**src/rtl/swi2c_pkg.sv**
```systemverilog
package swi2c_pkg;
  typedef enum logic [2:0] {
    PH_IDLE  = 3'd0,
    PH_ARM   = 3'd1,
    PH_TX    = 3'd2,
    PH_TXACK = 3'd3,
    PH_RX    = 3'd4,
    PH_RXACK = 3'd5
  } phase_t;

  typedef enum logic [1:0] {
    EV_ADDR  = 2'd0,
    EV_WDATA = 2'd1,
    EV_END   = 2'd2
  } ev_kind_t;
endpackage

```
**src/rtl/swi2c_line_track.sv**
```systemverilog
module swi2c_line_track #(
  parameter bit IDLE_LVL = 1'b1
) (
  input  logic clk,
  input  logic rst_n,
  input  logic take,
  input  logic sda,
  input  logic scl,
  output logic fall,
  output logic start_c,
  output logic stop_c
);
  logic prev_sda, prev_scl;

  always_ff @(posedge clk) begin
    if (!rst_n) begin
      prev_sda <= IDLE_LVL;
      prev_scl <= IDLE_LVL;
    end else if (take) begin
      prev_sda <= sda;
      prev_scl <= scl;
    end
  end

  // Conditions are judged from the stored snapshot against the offered one.
  assign fall    = prev_scl & ~scl;
  assign start_c = prev_sda & ~sda & scl;
  assign stop_c  = ~prev_sda & sda & scl;
endmodule

```
**src/rtl/swi2c_seq.sv**
```systemverilog
module swi2c_seq
  import swi2c_pkg::*;
#(
  parameter int BYTE_W = 8
) (
  input  logic              clk,
  input  logic              rst_n,
  input  logic              take,
  input  logic              sda,
  input  logic              fall,
  input  logic              start_c,
  input  logic              stop_c,
  input  logic              load,
  input  logic [BYTE_W-1:0] load_data,
  output phase_t            phase,
  output logic              addr_open,
  output logic              sda_ret,
  output logic              emit,
  output ev_kind_t          emit_kind,
  output logic [BYTE_W-1:0] emit_data,
  output logic              emit_rw,
  output logic              fetch_req
);
  localparam int IDX_W = (BYTE_W > 2) ? $clog2(BYTE_W) : 1;
  localparam logic [IDX_W-1:0] TOP_IDX = IDX_W'(BYTE_W - 1);

  logic [BYTE_W-1:0] shbuf;
  logic [IDX_W-1:0]  idx;
  logic              rd_mode;
  logic              stop_hit;
  logic              next_rd;
  logic              ack_fall;

  assign stop_hit = stop_c && (phase != PH_IDLE);
  assign next_rd  = addr_open ? rd_mode : shbuf[0];
  assign ack_fall = fall && (phase == PH_TXACK);

  always_ff @(posedge clk) begin
    if (!rst_n) begin
      phase     <= PH_IDLE;
      idx       <= '0;
      shbuf     <= '0;
      addr_open <= 1'b0;
      rd_mode   <= 1'b0;
    end else if (load) begin
      shbuf <= load_data;
    end else if (take) begin
      if (stop_hit) begin
        phase     <= PH_IDLE;
        addr_open <= 1'b0;
        rd_mode   <= 1'b0;
      end else begin
        case (phase)
          PH_IDLE: if (start_c) phase <= PH_ARM;
          PH_ARM: if (fall && !sda) begin
            phase <= PH_TX;
            idx   <= TOP_IDX;
          end
          PH_TX: if (fall) begin
            shbuf <= {shbuf[BYTE_W-2:0], sda};
            if (idx == '0) phase <= PH_TXACK;
            else           idx   <= idx - 1'b1;
          end
          PH_TXACK: if (fall) begin
            if (!addr_open) begin
              addr_open <= 1'b1;
              rd_mode   <= shbuf[0];
            end
            idx   <= TOP_IDX;
            phase <= next_rd ? PH_RX : PH_TX;
          end
          PH_RX: if (fall) begin
            shbuf <= {shbuf[BYTE_W-2:0], 1'b0};
            if (idx == '0) phase <= PH_RXACK;
            else           idx   <= idx - 1'b1;
          end
          PH_RXACK: if (fall) begin
            phase <= PH_RX;
            idx   <= TOP_IDX;
          end
          default: phase <= PH_IDLE;
        endcase
      end
    end
  end

  always_comb begin
    case (phase)
      PH_RX:             sda_ret = shbuf[BYTE_W-1];
      PH_TXACK, PH_RXACK: sda_ret = 1'b0;
      default:           sda_ret = 1'b1;
    endcase
  end

  assign emit = take && (ack_fall || (stop_hit && addr_open));

  always_comb begin
    if (stop_hit) begin
      emit_kind = EV_END;
      emit_data = '0;
      emit_rw   = rd_mode;
    end else if (addr_open) begin
      emit_kind = EV_WDATA;
      emit_data = shbuf;
      emit_rw   = rd_mode;
    end else begin
      emit_kind = EV_ADDR;
      emit_data = {shbuf[BYTE_W-1:1], 1'b0};
      emit_rw   = shbuf[0];
    end
  end

  assign fetch_req = take && fall && !stop_hit &&
                     (((phase == PH_TXACK) && next_rd) || (phase == PH_RXACK));
endmodule

```
**src/rtl/swi2c_xfer_port.sv**
```systemverilog
module swi2c_xfer_port
  import swi2c_pkg::*;
#(
  parameter int BYTE_W = 8
) (
  input  logic              clk,
  input  logic              rst_n,
  input  logic              emit,
  input  ev_kind_t          emit_kind,
  input  logic [BYTE_W-1:0] emit_data,
  input  logic              emit_rw,
  input  logic              fetch_req,
  input  logic              evt_ready,
  input  logic              rd_valid,
  input  logic [BYTE_W-1:0] rd_data,
  output logic              evt_valid,
  output ev_kind_t          evt_kind,
  output logic [BYTE_W-1:0] evt_data,
  output logic              evt_rw,
  output logic              rd_ready,
  output logic              load,
  output logic [BYTE_W-1:0] load_data,
  output logic              busy
);
  logic fetch_pend;

  always_ff @(posedge clk) begin
    if (!rst_n) begin
      evt_valid <= 1'b0;
      evt_kind  <= EV_ADDR;
      evt_data  <= '0;
      evt_rw    <= 1'b0;
    end else if (emit) begin
      evt_valid <= 1'b1;
      evt_kind  <= emit_kind;
      evt_data  <= emit_data;
      evt_rw    <= emit_rw;
    end else if (evt_ready) begin
      evt_valid <= 1'b0;
    end
  end

  always_ff @(posedge clk) begin
    if (!rst_n)         fetch_pend <= 1'b0;
    else if (fetch_req) fetch_pend <= 1'b1;
    else if (load)      fetch_pend <= 1'b0;
  end

  assign rd_ready  = fetch_pend && !evt_valid;
  assign load      = rd_ready && rd_valid;
  assign load_data = rd_data;
  assign busy      = evt_valid || fetch_pend;
endmodule

```
**src/rtl/swi2c_decoder.sv**
```systemverilog
module swi2c_decoder
  import swi2c_pkg::*;
#(
  parameter int BYTE_W = 8
) (
  input  logic              clk,
  input  logic              rst_n,
  input  logic              upd_valid,
  output logic              upd_ready,
  input  logic              upd_sda,
  input  logic              upd_scl,
  output logic              sda_ret,
  output logic              evt_valid,
  input  logic              evt_ready,
  output logic [1:0]        evt_kind,
  output logic [BYTE_W-1:0] evt_data,
  output logic              evt_rw,
  input  logic              rd_valid,
  output logic              rd_ready,
  input  logic [BYTE_W-1:0] rd_data
);
  logic              take, fall, start_c, stop_c;
  logic              load, busy, emit, emit_rw, fetch_req, addr_open;
  logic [BYTE_W-1:0] load_data, emit_data;
  ev_kind_t          emit_kind, kind_q;
  phase_t            phase;

  assign upd_ready = !busy;
  assign take      = upd_valid && upd_ready;

  swi2c_line_track #(.IDLE_LVL(1'b1)) u_trk (
    .clk(clk), .rst_n(rst_n), .take(take), .sda(upd_sda), .scl(upd_scl),
    .fall(fall), .start_c(start_c), .stop_c(stop_c)
  );

  swi2c_seq #(.BYTE_W(BYTE_W)) u_seq (
    .clk(clk), .rst_n(rst_n), .take(take), .sda(upd_sda), .fall(fall),
    .start_c(start_c), .stop_c(stop_c), .load(load), .load_data(load_data),
    .phase(phase), .addr_open(addr_open), .sda_ret(sda_ret), .emit(emit),
    .emit_kind(emit_kind), .emit_data(emit_data), .emit_rw(emit_rw),
    .fetch_req(fetch_req)
  );

  swi2c_xfer_port #(.BYTE_W(BYTE_W)) u_port (
    .clk(clk), .rst_n(rst_n), .emit(emit), .emit_kind(emit_kind),
    .emit_data(emit_data), .emit_rw(emit_rw), .fetch_req(fetch_req),
    .evt_ready(evt_ready), .rd_valid(rd_valid), .rd_data(rd_data),
    .evt_valid(evt_valid), .evt_kind(kind_q), .evt_data(evt_data),
    .evt_rw(evt_rw), .rd_ready(rd_ready), .load(load),
    .load_data(load_data), .busy(busy)
  );

  assign evt_kind = kind_q;
endmodule

```
**config.mk**
```make
export PLATFORM = sky130hd
export DESIGN_NAME = swi2c_decoder
export DESIGN_NICKNAME = d
export VERILOG_FILES = /design/src/rtl/swi2c_pkg.sv /design/src/rtl/swi2c_line_track.sv /design/src/rtl/swi2c_seq.sv /design/src/rtl/swi2c_xfer_port.sv /design/src/rtl/swi2c_decoder.sv
export SDC_FILE = /design/constraint.sdc
export NUM_CORES = 1
export LEC_CHECK = 0
export ABC_AREA = 1
export BUFFER_PORTS_ARGS = -buffer_cell sky130_fd_sc_hd__clkbuf_2
export CORE_ASPECT_RATIO = 1.5
export CORE_MARGIN = 2
export CORE_UTILIZATION = 60
export CTS_CLUSTER_DIAMETER = 150
export CTS_CLUSTER_SIZE = 10
export DETAILED_ROUTE_END_ITERATION = 10
export GPL_TIMING_DRIVEN = 0
export PLACE_DENSITY = 0.84
export SLEW_MARGIN = 20
export SYNTH_ARGS = -nofsm -noshare
export SYNTH_HDL_FRONTEND = slang
export SYNTH_HIERARCHICAL = 1
export SYNTH_SLANG_ARGS = --single-unit
```
**constraint.sdc**
```tcl
create_clock -name clk -period 4.5 [get_ports clk]
set_input_delay 0.9 -clock clk [delete_from_list [all_inputs] [get_ports clk]]
set_output_delay 0.9 -clock clk [all_outputs]
set_load 0.05 [all_outputs]
```
Yosys cells after proc, flatten, opt, wreduce, memory -nomap -nowiden
Cells that the tools add are included.
- register bits after elaboration: 31
- bits in latches: 0
- bits in writable memories: 0
- memory bits (read-only): 0
- input port bits: 15
- output and inout port bits: 15
- logic and storage cells: 117
- memories kept: 0
- add/sub/neg operators: 1
- multipliers: 0
- div/mod/pow operators: 0
- order comparisons: 0
- eq/ne operators: 20
- shift operators: 0
- muxes and demuxes: 39
- bitwise gates (word level): 10
- reduce and logical (&&, ||, !) cells: 35
- operator list (kind ; count):
    $mux W8 ; 6
    $mux W3 ; 14
    $ne A3 B1 Y1 const B ; 7
    $pmux W3 S6 ; 1
    $pmux W8 S2 ; 1
    $mux W1 ; 14
    $logic_and A1 B1 Y1 ; 12
    $reduce_and A10 Y1 ; 1
    $reduce_bool A2 Y1 ; 5
    $ne A3 B2 Y1 const B ; 3
    $pmux W3 S3 ; 1
    $reduce_bool A3 Y1 ; 3
    $reduce_and A8 Y1 ; 1
    $eq A3 B2 Y1 const B ; 2
    $eq A3 B3 Y1 const B ; 2
    $logic_not A3 Y1 ; 2
    $ne A2 B1 Y1 const B ; 3
    $and A1 B1 Y1 ; 5
    $not A1 Y1 ; 5
    $reduce_and A5 Y1 ; 1
    $logic_not A1 Y1 ; 4
    $ne A2 B2 Y1 const B ; 2
    $reduce_and A4 Y1 ; 1
    $reduce_or A2 Y1 ; 2
    5 further kinds ; 7

Depth between registers and ports, before layout
- depth after elaboration: 8
- mapped depth: 11
- gate-level depth less buffers: 11

By module
The synthesis kept the hierarchy.
- by module, submodules not included (module ; times used ; cells an instance ; area an instance (um^2) ; seq. area each (um^2)):
    swi2c_seq ; 1 ; 184 ; 1146.1 ; 320.3
    swi2c_xfer_port ; 1 ; 70 ; 550.5 ; 260.2
    swi2c_line_track ; 1 ; 15 ; 91.3 ; 40.0
    swi2c_decoder ; 1 ; 3 ; 13.8 ; 0.0

Worst setup path before layout
OpenSTA, ideal clock, no wires.
- path type: reg-to-output
- start: reg u_port.evt_valid
- end: out rd_ready
- data arrival time: 1.227 ns
- required time: 3.600 ns
- path slack: 2.373 ns
- stages on the path, launching flop included: 2
- buffers on the path: 0
- cells stage by stage: dfxtp_1 nor2_1
- longest elaborated chain between the ends: 2
- ends and longest elaborated chain (what ; line ; RTL):
    start, declared ; swi2c_xfer_port.sv:16 ; output logic evt_valid,
    start signal, assigned ; swi2c_xfer_port.sv:29 ; evt_valid <= 1'b0;
    start signal, assigned ; swi2c_xfer_port.sv:34 ; evt_valid <= 1'b1;
    start signal, assigned ; swi2c_xfer_port.sv:39 ; evt_valid <= 1'b0;
    $logic_not A1 Y1 ; swi2c_xfer_port.sv:49 ; assign rd_ready = fetch_pend && !evt_valid;
    $logic_and A1 B1 Y1 ; swi2c_xfer_port.sv:49 ;
    end, declared ; swi2c_decoder.sv:19 ; output logic rd_ready,
Every way passes these cells.

Worst setup path after layout
- start: reg u_seq.phase[1]
- end: out sda_ret
- longest elaborated chain between the ends: 3
- elaborated cells between the ends (all ways): 5
- classes of those cells: eq/ne (3); mux (1); reduce/logical (1)
- ends and longest elaborated chain (what ; line ; RTL):
    start, declared ; swi2c_seq.sv:15 ; output phase_t phase,
    start signal, assigned ; swi2c_seq.sv:70 ; phase <= next_rd ? PH_RX : PH_TX;
    $eq A3 B3 Y1 / $eq A3 B2 Y1 (equally long branches) ; swi2c_seq.sv:88 ; case (phase)
    $reduce_or A2 Y1 (no source line) ; n/a ;
    $pmux W1 S2 (*) ; swi2c_seq.sv:88 ;
    end, declared ; swi2c_decoder.sv:12 ; output logic sda_ret,
Mark *: on every way between the ends. The rest lies on a longest branch, timed or not.

==> results.json <==
{
  "grt-ovfl-total": 0,
  "io_pins": 30,
  "antenna_found_initial": 0,
  "syn-instance-count": 272,
  "timing.fmax_mhz": 443,
  "post_cts_buffers": 0,
  "drtIter0Drc": 50,
  "relSlewSlack_pct": 68.8,
  "worstRegToRegCells": 10,
  "fp.dieArea_sq_mm": 0.00347,
  "met3_usage_pct": 5.49,
  "synth_top_area_share_pct": 34.4,
  "cp-startpoint": "u_seq/phase[1]",
  "grt.busiest_layer": "met2",
  "grt_pass1_wl_um": 6740,
  "wire_per_inst_um": 11.5,
  "post-place-ws_ns": 2.01,
  "firstDrtPassIters": 4,
  "status": "completed",
  "viasPerCell": 5.08,
  "ys_async_sr_fraction_pct": 0,
  "io_buffers": 21,
  "synth_largest_area_cell": "dfxtp_1",
  "area_growth_pct": 15.1,
  "sw_frac_of_total_pct": 35.1,
  "cts_hold_buf": 0,
  "min_period_ns": 2.26,
  "pwr-share-comb_pct": 33.0,
  "detailroute.via_count": 1728,
  "power_uw": 898,
  "grt_pass1_vias": 1612,
  "worstSetupStartpointType": "register",
  "cp-end-kind": "output port",
  "dpl_cell_area_sq_mm": 0.00196,
  "worst_slack_ns": 2.24,
  "ys_warn_count": 6,
  "netlist_top_cells_count": "54 x nor2_1, 51 x nand2_1, 31 x dfxtp_1",
  "holdWs_ns": 0.484,
  "yosysMostFrequentCell": "nor2_1",
  "met2_usage_pct": 46.7,
  "antenna_left": 0,
  "hold_viol": 0,
  "finalSetupTns_ns": 0,
  "ys_ff_latch": 31,
  "fin_crit_sh_pct": 50.1,
  "worstMarginPinSlew_ns": 0.466,
  "intPower_uw": 583,
  "dp.cells": 332,
  "met1_usage_pct": 26.5,
  "syn_avg_cell_area_sq_um": 6.62,
  "cap_viol_max_count": 0,
  "start_util_pct": 62.5,
  "hp-class": "reg2reg",
  "worstSetupPathType": "reg2out",
  "cts-root-buf": "clkbuf_8",
  "reg2reg_from": "u_port/evt_valid",
  "core.rowCount": 24,
  "syn_nets": 289,
  "utilization_pct": 71.9,
  "skew_ns": 0.00395,
  "cts.clk_slew.worst_paths_ns": 0.06,
  "seqPwrFrac_pct": 35.9,
  "synth-edff-count": 0,
  "die_y_um": 71.1,
  "num_antenna_cells": 0,
  "tritoncts": "done",
  "grt_max_degree": 11,
  "endpoint": "sda_ret",
  "finalInstanceArea_sq_mm": 0.00207,
  "powerDensity_mw_per_mm2": 433,
  "setup_viol": 0,
  "drc": 0,
  "slew_violations": 0,
  "reg2reg_to": "u_seq/idx[2]",
  "yosysUniqueCellTypes": 29,
  "num-nets-final": 317,
  "clkSinkCount": 31,
  "cts.repair.resized": 0,
  "numCtsBuffers": 5,
  "synth_ff_type": "dfxtp_1",
  "fillers": 279,
  "instances_no_fill": 340,
  "rrSetupSlack_ns": 2.59,
  "critPathMaxFanout": 6,
  "wl_um": 3900,
  "vdd_drop_max_mv": 0.234,
  "worstPathRequired_ns": 3.60,
  "clk_path_buf_depth": 2,
  "die_w_um": 48.7,
  "p_sw_uw": 316,
  "rsz0062_at_grt": "false",
  "clk_latency_ns": 0.28,
  "crit_arrival_ns": 1.36,
  "dpl.hpwl_um": 2940,
  "p_clk_share_pct": 31.2,
  "synth.area.top_cells": "dfxtp_1 34%, nor2_1 11%, nand2_1 11%, inv_1 5.8%, a21oi_1 5.0%",
  "grt_use_total_pct": 25.0,
  "p_leak_nw": 1.04,
  "htree_num_levels": 2,
  "core_sq_mm": 0.00288,
  "netlist_area_sq_mm": 0.00180,
  "drive_gt1_share_pct": 22.9,
  "synth_seq_area_share_pct": 34.4,
  "place_congestion": 0.958
}
## sequential cells by signal (all words and copies together), names as in the netlist
signal	cells
u_seq/addr_open	1
u_trk/prev_scl	1
u_seq/idx	3
u_port/evt_data	8
u_seq/shbuf	8
u_port/evt_valid	1
u_seq/rd_mode	1
u_port/evt_kind	2
u_seq/phase	3
u_port/fetch_pend	1
u_port/evt_rw	1
u_trk/prev_sda	1
## layout make-up
cell class | instances | area, sq um | area share (%)
Multi-Input combinational cell | 190 | 906 | 43.7
Sequential cell | 31 | 621 | 29.9
Buffer | 17 | 148 | 7.12
Inverter | 34 | 128 | 6.16
Timing Repair Buffer | 21 | 105 | 5.07
Clock buffer | 6 | 82.6 | 3.98
Tap cell | 39 | 48.8 | 2.35
Clock inverter | 2 | 35.0 | 1.69
## worst min-delay path by stage
stage	endpoint	depth (start not counted)	from	slack [ns]
after floorplan	u_trk/prev_scl	2	u_trk/prev_scl	0.43
after global placement	u_trk/prev_scl	2	u_trk/prev_scl	0.44
after detailed placement	u_port/evt_data[6]	2	u_port/evt_data[6]	0.47
after CTS	u_seq/idx[0]	2	u_seq/idx[0]	0.49
after global routing	u_seq/idx[0]	2	u_seq/idx[0]	0.51
final	u_seq/idx[0]	2	u_seq/idx[0]	0.48
## power groups by stage
stage / logic [mW] / registers, mW / clock network (mW)
6_report: 0.296 / 0.322 / 0.280
5_1_grt: 0.330 / 0.325 / 0.295
4_1_cts: 0.295 / 0.322 / 0.289
3_5_place_dp: 0.292 / 0.328 / 0
3_3_place_gp: 0.288 / 0.327 / 0
2_1_floorplan: 0.234 / 0.329 / 0
## logic make-up after synthesis
group                    Yosys count  share of synthesized area [%]
AO/OA/AOI/OAI                     42                           12.2
flip-flops                        31                           34.4
XOR/XNOR                           1                          0.486
buffers and inverters             51                           15.3
adder cells (fa/ha/maj)            2                           1.39
AND/OR/NAND/NOR                  145                           36.2
## cell usage in the layout (no fill, tap or decap), drive strengths merged
cell     n
clkinv   2
dfxtp   31
ha       2
nor3     5
xnor2    1
nand3b   1
nand3   18
and2     1
nand2   58
nor2    60
inv     33
bufinv   1
clkbuf  27
or2      1
a21o     1
nand4    1
o21ai   22
buf     17
a21oi   19
## layer usage
metal	up-vias	wire, um
li1	900	-
met1	774	1540
met5	-	0
met2	48	2100
met3	6	186
met4	0	62
## worst max-delay path, cell delays in order, from the launching register on
cell      delay [ns]
dfxtp_1         0.46
inv_2           0.07
nand2_2         0.08
nand2_1         0.10
nand2_1         0.09
clkbuf_2        0.27
No activity file was read; power rests on OpenSTA's default activity.
